$ cat config.mk
export PLATFORM = sky130hd
export DESIGN_NAME = ctlreg_i2c_slave
export DESIGN_NICKNAME = d
export VERILOG_FILES = /design/src/rtl/ctlreg_pkg.sv /design/src/rtl/ctlreg_i2c_edge.sv /design/src/rtl/ctlreg_i2c_rx.sv /design/src/rtl/ctlreg_bank.sv /design/src/rtl/ctlreg_i2c_slave.sv
export SDC_FILE = /design/constraint.sdc
export NUM_CORES = 1
export LEC_CHECK = 0
export BUFFER_PORTS_ARGS = -buffer_cell sky130_fd_sc_hd__buf_2
export CAP_MARGIN = 20
export CELL_PAD_IN_SITES_DETAIL_PLACEMENT = 1
export CELL_PAD_IN_SITES_GLOBAL_PLACEMENT = 1
export CORE_ASPECT_RATIO = 0.75
export CORE_MARGIN = 2
export CORE_UTILIZATION = 50
export CTS_CLUSTER_DIAMETER = 30
export CTS_CLUSTER_SIZE = 14
export DETAILED_ROUTE_END_ITERATION = 10
export GPL_ROUTABILITY_DRIVEN = 0
export PLACE_DENSITY_LB_ADDON = 0.2
export SLEW_MARGIN = 20
export SYNTH_ARGS = -nofsm -noshare
export SYNTH_HDL_FRONTEND = slang
export SYNTH_SLANG_ARGS = --single-unit
$ cat constraint.sdc
create_clock -name clk -period 4.1 [get_ports clk]
set_clock_uncertainty 0.05 [all_clocks]
set_input_delay 0 -clock clk [delete_from_list [all_inputs] [get_ports clk]]
set_output_delay 0 -clock clk [all_outputs]
set_load 0.03 [all_outputs]
$ cat src/rtl/ctlreg_pkg.sv
package ctlreg_pkg;

    typedef enum logic [2:0] {
        ST_IDLE,
        ST_ADDR,
        ST_ADDR_ACK,
        ST_SUB,
        ST_SUB_ACK,
        ST_DATA,
        ST_DATA_ACK
    } rx_state_t;

    // Writable bits of each register; fixed-zero fields are cleared.
    function automatic logic [7:0] keep_mask(input int idx);
        case (idx)
            0:       return 8'hF7;
            2:       return 8'h1F;
            default: return 8'hFF;
        endcase
    endfunction

endpackage

$ cat src/rtl/ctlreg_i2c_edge.sv
module ctlreg_i2c_edge #(
    parameter int SYNC_STAGES = 2
) (
    input  logic clk,
    input  logic rst_n,
    input  logic scl_i,
    input  logic sda_i,
    output logic scl_s,
    output logic sda_s,
    output logic scl_rise,
    output logic scl_fall,
    output logic start_det,
    output logic stop_det
);
    localparam int MSB = SYNC_STAGES - 1;

    logic [MSB:0] scl_ff, sda_ff;
    logic         scl_q, sda_q;

    always_ff @(posedge clk or negedge rst_n) begin
        if (!rst_n) begin
            scl_ff <= '1;
            sda_ff <= '1;
            scl_q  <= 1'b1;
            sda_q  <= 1'b1;
        end else begin
            scl_ff <= {scl_ff[MSB-1:0], scl_i};
            sda_ff <= {sda_ff[MSB-1:0], sda_i};
            scl_q  <= scl_ff[MSB];
            sda_q  <= sda_ff[MSB];
        end
    end

    assign scl_s     = scl_ff[MSB];
    assign sda_s     = sda_ff[MSB];
    assign scl_rise  = scl_s & ~scl_q;
    assign scl_fall  = ~scl_s & scl_q;
    assign start_det = scl_s & scl_q & sda_q & ~sda_s;
    assign stop_det  = scl_s & scl_q & ~sda_q & sda_s;

endmodule

$ cat src/rtl/ctlreg_i2c_rx.sv
module ctlreg_i2c_rx
    import ctlreg_pkg::*;
#(
    parameter logic [6:0] DEV_ADDR = 7'b0010101,
    parameter int         NREG     = 4,
    localparam int        AW       = $clog2(NREG)
) (
    input  logic          clk,
    input  logic          rst_n,
    input  logic          sda_s,
    input  logic          scl_rise,
    input  logic          scl_fall,
    input  logic          start_det,
    input  logic          stop_det,
    output logic          sda_oe,
    output logic          wr_en,
    output logic [AW-1:0] wr_idx,
    output logic [7:0]    wr_data
);
    rx_state_t  state, state_n;
    logic [7:0] shreg;
    logic [3:0] bit_cnt;
    logic [7:0] ptr;
    logic       byte_full, addr_hit, ptr_ok, shifting, is_ack_n;

    assign byte_full = (bit_cnt == 4'd8);
    assign addr_hit  = (shreg == {DEV_ADDR, 1'b0});
    assign ptr_ok    = (ptr < 8'(NREG));
    assign shifting  = (state == ST_ADDR) || (state == ST_SUB) || (state == ST_DATA);
    assign is_ack_n  = (state_n == ST_ADDR_ACK) || (state_n == ST_SUB_ACK) ||
                       (state_n == ST_DATA_ACK);

    // State register
    always_ff @(posedge clk or negedge rst_n) begin
        if (!rst_n) state <= ST_IDLE;
        else        state <= state_n;
    end

    // Transitions
    always_comb begin
        state_n = state;
        if (start_det) begin
            state_n = ST_ADDR;
        end else if (stop_det) begin
            state_n = ST_IDLE;
        end else begin
            unique case (state)
                ST_IDLE:     state_n = ST_IDLE;
                ST_ADDR:     if (scl_fall && byte_full)
                                 state_n = addr_hit ? ST_ADDR_ACK : ST_IDLE;
                ST_SUB:      if (scl_fall && byte_full) state_n = ST_SUB_ACK;
                ST_DATA:     if (scl_fall && byte_full)
                                 state_n = ptr_ok ? ST_DATA_ACK : ST_IDLE;
                ST_ADDR_ACK: if (scl_fall) state_n = ST_SUB;
                ST_SUB_ACK,
                ST_DATA_ACK: if (scl_fall) state_n = ST_DATA;
                default:     state_n = ST_IDLE;
            endcase
        end
    end

    // Datapath and outputs
    always_ff @(posedge clk or negedge rst_n) begin
        if (!rst_n) begin
            shreg   <= '0;
            bit_cnt <= '0;
            ptr     <= '0;
            sda_oe  <= 1'b0;
            wr_en   <= 1'b0;
            wr_idx  <= '0;
            wr_data <= '0;
        end else begin
            wr_en <= 1'b0;
            if (start_det || stop_det) begin
                bit_cnt <= '0;
                sda_oe  <= 1'b0;
            end else if (shifting) begin
                if (scl_rise && !byte_full) begin
                    shreg   <= {shreg[6:0], sda_s};
                    bit_cnt <= bit_cnt + 4'd1;
                end
                if (scl_fall && byte_full) begin
                    bit_cnt <= '0;
                    sda_oe  <= is_ack_n;
                    if (state == ST_SUB) ptr <= shreg;
                    if (state == ST_DATA && ptr_ok) begin
                        wr_en   <= 1'b1;
                        wr_idx  <= ptr[AW-1:0];
                        wr_data <= shreg;
                        ptr     <= ptr + 8'd1;
                    end
                end
            end else if (state != ST_IDLE && scl_fall) begin
                sda_oe <= 1'b0;
            end
        end
    end

endmodule

$ cat src/rtl/ctlreg_bank.sv
module ctlreg_bank
    import ctlreg_pkg::*;
#(
    parameter int              NREG      = 4,
    parameter logic [NREG*8-1:0] RESET_VAL = 32'h0010_0820,
    localparam int             AW        = $clog2(NREG)
) (
    input  logic              clk,
    input  logic              rst_n,
    input  logic              wr_en,
    input  logic [AW-1:0]     wr_idx,
    input  logic [7:0]        wr_data,
    input  logic              multi_mode,
    input  logic              vsync,
    input  logic              dreq,
    output logic              copy_multi,
    output logic [NREG*8-1:0] mode_q
);
    logic [7:0] shadow [NREG];
    logic [7:0] active [NREG];
    logic       single_pend, phase_done, copy;

    assign copy_multi = multi_mode & vsync & dreq & ~phase_done;
    assign copy       = copy_multi | (~multi_mode & single_pend);

    always_ff @(posedge clk or negedge rst_n) begin
        if (!rst_n) begin
            single_pend <= 1'b0;
            phase_done  <= 1'b0;
        end else begin
            single_pend <= wr_en & ~multi_mode;
            if (!vsync)          phase_done <= 1'b0;
            else if (copy_multi) phase_done <= 1'b1;
        end
    end

    for (genvar i = 0; i < NREG; i++) begin : g_reg
        always_ff @(posedge clk or negedge rst_n) begin
            if (!rst_n)
                shadow[i] <= RESET_VAL[i*8 +: 8] & keep_mask(i);
            else if (wr_en && wr_idx == AW'(i))
                shadow[i] <= wr_data & keep_mask(i);
        end
        always_ff @(posedge clk or negedge rst_n) begin
            if (!rst_n)    active[i] <= RESET_VAL[i*8 +: 8] & keep_mask(i);
            else if (copy) active[i] <= shadow[i];
        end
        assign mode_q[i*8 +: 8] = active[i];
    end

endmodule

$ cat src/rtl/ctlreg_i2c_slave.sv
module ctlreg_i2c_slave #(
    parameter logic [6:0]        DEV_ADDR  = 7'b0010101,
    parameter int                NREG      = 4,
    parameter logic [NREG*8-1:0] RESET_VAL = 32'h0010_0820,
    parameter int                SYNC_STAGES = 2,
    localparam int               AW        = $clog2(NREG)
) (
    input  logic              clk,
    input  logic              rst_n,
    input  logic              scl_i,
    input  logic              sda_i,
    output logic              sda_oe_o,
    input  logic              vsync_i,
    input  logic              dreq_i,
    input  logic              multi_mode_i,
    output logic [NREG*8-1:0] mode_o
);
    logic          scl_s, sda_s, scl_rise, scl_fall, start_det, stop_det;
    logic          wr_en, copy_multi;
    logic [AW-1:0] wr_idx;
    logic [7:0]    wr_data;

    ctlreg_i2c_edge #(.SYNC_STAGES(SYNC_STAGES)) u_edge (
        .clk, .rst_n, .scl_i, .sda_i,
        .scl_s, .sda_s, .scl_rise, .scl_fall, .start_det, .stop_det
    );

    ctlreg_i2c_rx #(.DEV_ADDR(DEV_ADDR), .NREG(NREG)) u_rx (
        .clk, .rst_n, .sda_s, .scl_rise, .scl_fall, .start_det, .stop_det,
        .sda_oe(sda_oe_o), .wr_en, .wr_idx, .wr_data
    );

    ctlreg_bank #(.NREG(NREG), .RESET_VAL(RESET_VAL)) u_bank (
        .clk, .rst_n, .wr_en, .wr_idx, .wr_data,
        .multi_mode(multi_mode_i), .vsync(vsync_i), .dreq(dreq_i),
        .copy_multi, .mode_q(mode_o)
    );

endmodule

==> results of run 1 <==
## cell type report
cell class,instances,area (um2)
Multi-Input combinational cell,168,1460
Clock buffer,9,124
Timing Repair Buffer,43,253
Inverter,13,48.8
Fill cell,790,3310
Sequential cell,99,2490
Clock inverter,7,66.3
Tap cell,105,131
## kinds of logic after synthesis
| family | after synthesis | share of synthesized area |
|---|---|---|
| buf+inv | 26 | 0.0314 |
| xor+xnor | 1 | 0.00215 |
| compound gates | 28 | 0.0467 |
| flops | 99 | 0.613 |
| fa+ha+maj | 3 | 0.00923 |
| other cells | 1 | 0.000922 |
| simple gates | 51 | 0.0741 |
| mux | 81 | 0.223 |
## timing repair
item	in CTS	in global routing
buffers inserted	0	0
hold buffers	6	0
endpoints found under the hold margin	64	0
## state kept, by name (all words and copies together) (netlist names), 2 cells and up
signal,count
u_rx.wr_idx,2
u_edge.sda_ff,2
u_rx.shreg,8
u_rx.bit_cnt,4
u_rx.wr_data,8
u_rx.ptr,8
u_bank.shadow,28
u_bank.mode_q,28
u_rx.state,3
u_edge.scl_ff,2
## power by group through the flow
stage,sequential [mW],combinational [mW],clock (mW)
2_1_floorplan,1.08,0.104,0
3_3_place_gp,1.11,0.136,0
3_5_place_dp,1.11,0.145,0
4_1_cts,1.10,0.154,0.624
5_1_grt,1.11,0.173,0.664
6_report,1.09,0.149,0.603
## metal layers
metal / up-vias / global-route usage / part of all wire / wire (um)
met5: - / 0 / 0 / 0
met4: 0 / 0.0449 / 0.0056 / 43
met3: 4 / 0.0518 / 0.032 / 246
met2: 38 / 0.306 / 0.47 / 3640
met1: 1227 / 0.272 / 0.49 / 3770
li1: 1114 / - / - / -
## critical path, delay by kind of cell, from the launching register on
kind            cells  cell delay [ns]
compound gates      1             0.14
buf+inv             1             0.07
fa+ha+maj           1             0.21
flops               1             0.43
simple gates        3             1.47
## path summary, 6_finish.rpt
kind	start	end	slack, ns	depth (start not counted)
max	u_rx.bit_cnt[0]$_DFFE_PN0P_	u_rx.bit_cnt[3]$_DFFE_PN0P_	1.67	6
min	sda_i	u_edge.sda_ff[0]$_DFF_PN1_	0.23	2
max reg2reg	u_rx.bit_cnt[0]$_DFFE_PN0P_	u_rx.bit_cnt[3]$_DFFE_PN0P_	1.67	6
min reg2reg	u_edge.sda_ff[0]$_DFF_PN1_	u_edge.sda_ff[1]$_DFF_PN1_	0.31	0
max in group asynchronous	rst_n	u_rx.state[0]$_DFF_PN0_	2.87	3
min in group asynchronous	rst_n	u_bank.shadow[2]$_DFFE_PN0P_	0.28	2
## synth_stat cells (3+ instances only)
library cell	number
nand3b_1	5
buf_4	4
nand3_1	6
buf_2	6
dfstp_2	12
inv_1	13
nand2_1	12
ha_1	3
dfrtp_1	87
and3_1	3
o21ai_0	7
mux2_2	77
mux2i_1	4
nor2b_1	4
a21oi_1	6
nor2_1	4
## metrics by stage
step	instance area, um2	hold slack (ns)	setup WS (ns)
4_1_cts	4580	0.197	1.65
3_5_place_dp	4330	0.0568	1.69
5_1_grt	4580	0.204	1.52
2_1_floorplan	4080	-0.346	2.05
6_report	4580	0.230	1.67
3_3_place_gp	4330	0.0563	1.82
==> impl_metrics.yaml, run 1 <==
outcome:
  status: "finished clean"
global_route:
  grt_util_all_layers: 0.194
  gr-total-overflow: 0
  grt_pass1_vias: 2518
  grt_max_degree: 74
  grt_pass1_wl_um: 13100
  antenna_found_initial: 0
logic_synthesis:
  netlist_instances: 290
  syn_avg_cell_area_um2: 14.0
  synth_edf_count: 0
  synth-async-reset-ratio: 1.00
  yosysTopAreaCell: "dfrtp_1"
  ys_seq_area_frac: 0.613
  synth_ff_type: "dfrtp_1"
  ys_types: 46
  yosys-top-cells-area: "dfrtp_1 54%, mux2_2 21%, dfstp_2 7.7%, inv_1 1.2%, nand2_1 1.1%"
  ys_ff_latch: 99
  yosysWarnings: 0
  syn_area_um2: 4070
  synth_top_area_frac: 0.535
power:
  p_leak_nw: 2.32
  clockPowerShare: 0.326
  p_total_mw: 1.85
  power_density_nw_per_um2: 404
  power.internal_mw: 1.33
  swShare: 0.278
  seqPwrFrac: 0.593
  combPwrFrac: 0.081
  netSwitchingPower_mw: 0.514
  max-vdd-ir-drop_mv: 0.237
finish:
  finalNonFillerCells: 444
  final_nets: 344
  drive_gt1_frac: 0.428
  final_common_cell: "dfrtp_1"
  syn2layout_area_growth_pct: 12.5
  layout_common_cells: "87 x dfrtp_1, 77 x mux2_2, 34 x buf_2"
  antenna_cells: 0
  fin_util: 0.580
timing:
  max_freq_mhz: 411
  hold_viol: 0
  fin_tns_setup_ns: 0
  finalCritPeriodShare: 0.594
  finalMaxSlewViolations: 0
  grt_setup_unrepaired: "false"
  finalSetupViolations: 0
  tightest_slew_ns: 0.884
  finalCriticalPeriod_ns: 2.43
  slew_headroom: 0.410
floorplan:
  start_util: 0.516
  rows: 28
  die_height_um: 82.1
  ios: 40
  core_area_um2: 7880
  die_w_um: 108
  die_area_um2: 8880
setup_path:
  worst_setup_path_end_kind: "flip-flop"
  crit_path_cell_trace: "inv_1 > ha_1 > and3b_1 > or4b_1 > or3_1 > a21oi_1"
  critPathKind: "flip-flop to flip-flop"
  startpoint_type: "flip-flop"
  cp_slowest_cell: "or4b_1"
  crit_required_ns: 4.34
  path_max_fanout: 14
  slowest_delay_ns: 0.79
  critPathArrivalTime_ns: 2.67
run:
  drv_cap: 0
route:
  routedWlPerCell_um: 17.3
  finalWirelength_um: 7690
  final_antenna_net_count: 0
  firstDrtPassIters: 4
  drtIter0Drc: 89
  viasPerCell: 5.37
  via_count: 2383
  route.detailed.drc: 0
cts:
  clock_sinks: 99
  htree_levels: 3
  cts_tree: "yes"
  numCtsBuffers: 9
  clk_latency_ns: 0.37
  clkTransAtPathRegs_ns: 0.10
  post_cts_resized: 0
  cts_root_buffer: "clkbuf_8"
  clock_path_buffers: 2
placement:
  hpwl_um: 5210
  io_buffers: 35
  dp.cells: 422
worst_hold_path:
  hold_path.class: "input pin to flip-flop"
Note: power is estimated with default switching activity, not from simulation.
==> inputs of run 2 (changes only) <==
--- a/config.mk
+++ b/config.mk
@@ -5,13 +5,14 @@
 export SDC_FILE = /design/constraint.sdc
 export NUM_CORES = 1
 export LEC_CHECK = 0
+export ABC_AREA = 1
 export BUFFER_PORTS_ARGS = -buffer_cell sky130_fd_sc_hd__buf_2
 export CAP_MARGIN = 20
 export CELL_PAD_IN_SITES_DETAIL_PLACEMENT = 1
 export CELL_PAD_IN_SITES_GLOBAL_PLACEMENT = 1
 export CORE_ASPECT_RATIO = 0.75
 export CORE_MARGIN = 2
-export CORE_UTILIZATION = 50
+export CORE_UTILIZATION = 46
 export CTS_CLUSTER_DIAMETER = 30
 export CTS_CLUSTER_SIZE = 14
 export DETAILED_ROUTE_END_ITERATION = 10
==> constraint.sdc (replaced) <==
create_clock -name clk -period 2.5 [get_ports clk]
set_clock_uncertainty 0.05 [all_clocks]
set_input_delay 0 -clock clk [delete_from_list [all_inputs] [get_ports clk]]
set_output_delay 0 -clock clk [all_outputs]
set_load 0.03 [all_outputs]
==> impl_metrics.yaml, run 2 <==
finish:
  final_nets: 438
  layout_common_cells: "87 x dfrtp_1, 81 x nand2_1, 50 x o21ai_0"
  drive_gt1_frac: 0.275
  final_area_um2: 4720
  finalNonFillerCells: 541
  syn2layout_area_growth_pct: 15.0
  antenna_cells: 0
  final_common_cell: "dfrtp_1"
logic_synthesis:
  ys_ff_latch: 99
  yosysTopAreaCell: "dfrtp_1"
  yosys-top-cells-area: "dfrtp_1 53%, dfstp_2 7.7%, mux2_2 7.7%, nand2_1 7.4%, o21ai_0 6.1%"
  syn_area_um2: 4110
  synth_top_area_frac: 0.530
  synth_ff_type: "dfrtp_1"
  ys_seq_area_frac: 0.607
  synth_edf_count: 0
  netlist_instances: 383
  yosys-top-cells-count: "87 x dfrtp_1, 81 x nand2_1, 50 x o21ai_0"
  yosysMostFrequentCell: "dfrtp_1"
  synth-async-reset-ratio: 1.00
  syn_avg_cell_area_um2: 10.7
  ys_types: 31
  yosysWarnings: 0
placement:
  dp.cells: 519
  placed_area_um2: 4360
  io_buffers: 35
  place_ws_ns: 0.803
  hpwl_um: 6050
global_route:
  grt_pass1_wl_um: 15200
  busiest_layer: "met2"
  grt_util_all_layers: 0.204
  gr-total-overflow: 0
  grt_pass1_vias: 3004
  antenna_found_initial: 0
  grtUsageMet2: 0.324
  grt_max_degree: 55
  use_met3: 0.0495
  grtUsageMet1: 0.281
route:
  viasPerCell: 5.20
  route.detailed.drc: 2
  firstDrtPassIters: 7
  drtIter0Drc: 118
  via_count: 2814
  finalWirelength_um: 8980
  routedWlPerCell_um: 16.6
  final_antenna_net_count: 0
outcome:
  status: "finished with violations"
  violations: "design-rule violations"
worst_hold_path:
  hold_path.class: "input pin to asynchronous set/reset pin"
timing:
  tightest_slew_ns: 0.707
  fin_ws_ns: 0.736
  finalCritPeriodShare: 0.706
  fin_hold_ws_ns: 0.211
  grt_setup_unrepaired: "false"
  finalMaxSlewViolations: 0
  finalSetupViolations: 0
  max_freq_mhz: 567
  fin_tns_setup_ns: 0
  slew_headroom: 0.528
  finalCriticalPeriod_ns: 1.76
  hold_viol: 0
setup_path:
  crit_required_ns: 2.71
  critPathKind: "flip-flop to flip-flop"
  ff2ff_setup_slack_ns: 0.74
  critPathArrivalTime_ns: 1.98
  path_max_fanout: 12
  worst_setup_path_end_kind: "flip-flop"
  startpoint_type: "flip-flop"
cts:
  numCtsBuffers: 9
  clk_latency_ns: 0.34
  cts_tree: "yes"
  clock_sinks: 99
  cts_hold_buf: 6
  post_cts_buffers: 0
  clock_path_buffers: 2
  clkTransAtPathRegs_ns: 0.07
  cts_root_buffer: "clkbuf_16"
  htree_levels: 3
  post_cts_resized: 0
floorplan:
  rows: 29
  die_w_um: 113
  ios: 40
  start_util: 0.479
  core_area_um2: 8560
  die_area_um2: 9700
  die_height_um: 85.8
power:
  max-vdd-ir-drop_mv: 0.474
  power_density_nw_per_um2: 717
  p_leak_nw: 2.32
run:
  drv_cap: 0
run 2: changes by cell type in the layout (fill, tap and decap cells not counted), sizes merged, moves of 4 or more:
cell | before | now
mux2i | 4 | 0
nand2 | 12 | 82
inv | 18 | 42
nor2b | 4 | 0
mux2 | 77 | 28
nor2 | 4 | 27
o31ai | 1 | 5
nand3b | 5 | 1
o21ai | 7 | 60
run 2: layout make-up:
cell class              count  area, um2
fillers                   948       3840
clock inverters             4       31.3
repair buffers             44        273
flip-flops and latches     99       2490
well taps                 108        135
clock buffers              12        267
inverters                  41        154
multi-input cells         233       1370
run 2: per-stage QoR:
stage / total power, mW / util
after floorplan: 1.95 / -
after global placement: 2.04 / 0.509
after detailed placement: 2.06 / 0.509
after CTS: 3.43 / 0.551
after global routing: 3.54 / 0.551
final: 3.38 / 0.551
run 2: cell families after synthesis:
kind of cell    Yosys count  share of synthesized area
compound gates           72                      0.107
buf+inv                  54                     0.0622
simple gates            126                      0.137
mux                      28                     0.0768
fa+ha+maj                 3                    0.00914
other cells               1                   0.000913
flops                    99                      0.607
run 2: worst paths after layout:
check | end | startpoint | cells after the start
worst max register to register | u_rx.ptr[1]$_DFFE_PN0P_ | u_rx.bit_cnt[0]$_DFFE_PN0P_ | 8
worst min-delay path | u_rx.ptr[7]$_DFFE_PN0P_ | rst_n | 2
max in group asynchronous | u_bank.mode_q[20]$_DFFE_PN1P_ | rst_n | 3
worst min register to register | u_edge.sda_ff[1]$_DFF_PN1_ | u_edge.sda_ff[0]$_DFF_PN1_ | 0
worst max-delay path | u_rx.ptr[1]$_DFFE_PN0P_ | u_rx.bit_cnt[0]$_DFFE_PN0P_ | 8
min in group clk | u_edge.sda_ff[0]$_DFF_PN1_ | sda_i | 2
run 2: power breakdown:
part	internal (mW)	switching [mW]	total, mW
Sequential	1.68	0.0827	1.76
Clock	0.759	0.581	1.34
Combinational	0.0895	0.191	0.280
Total	2.53	0.855	3.38
run 2: per-layer routing:
layer / vias up / share of wire
met1: 1426 / 0.49
li1: 1337 / -
met2: 40 / 0.47
met3: 11 / 0.025
met4: 0 / 0.014
met5: - / 0
run 2: critical path, cell delays in order (launching register included):
cell	delay (ns)
dfrtp_1	0.43
inv_1	0.08
ha_1	0.17
nand3b_1	0.17
nor2_2	0.27
o21ai_4	0.18
inv_1	0.16
o211ai_1	0.10
o21ai_0	0.08
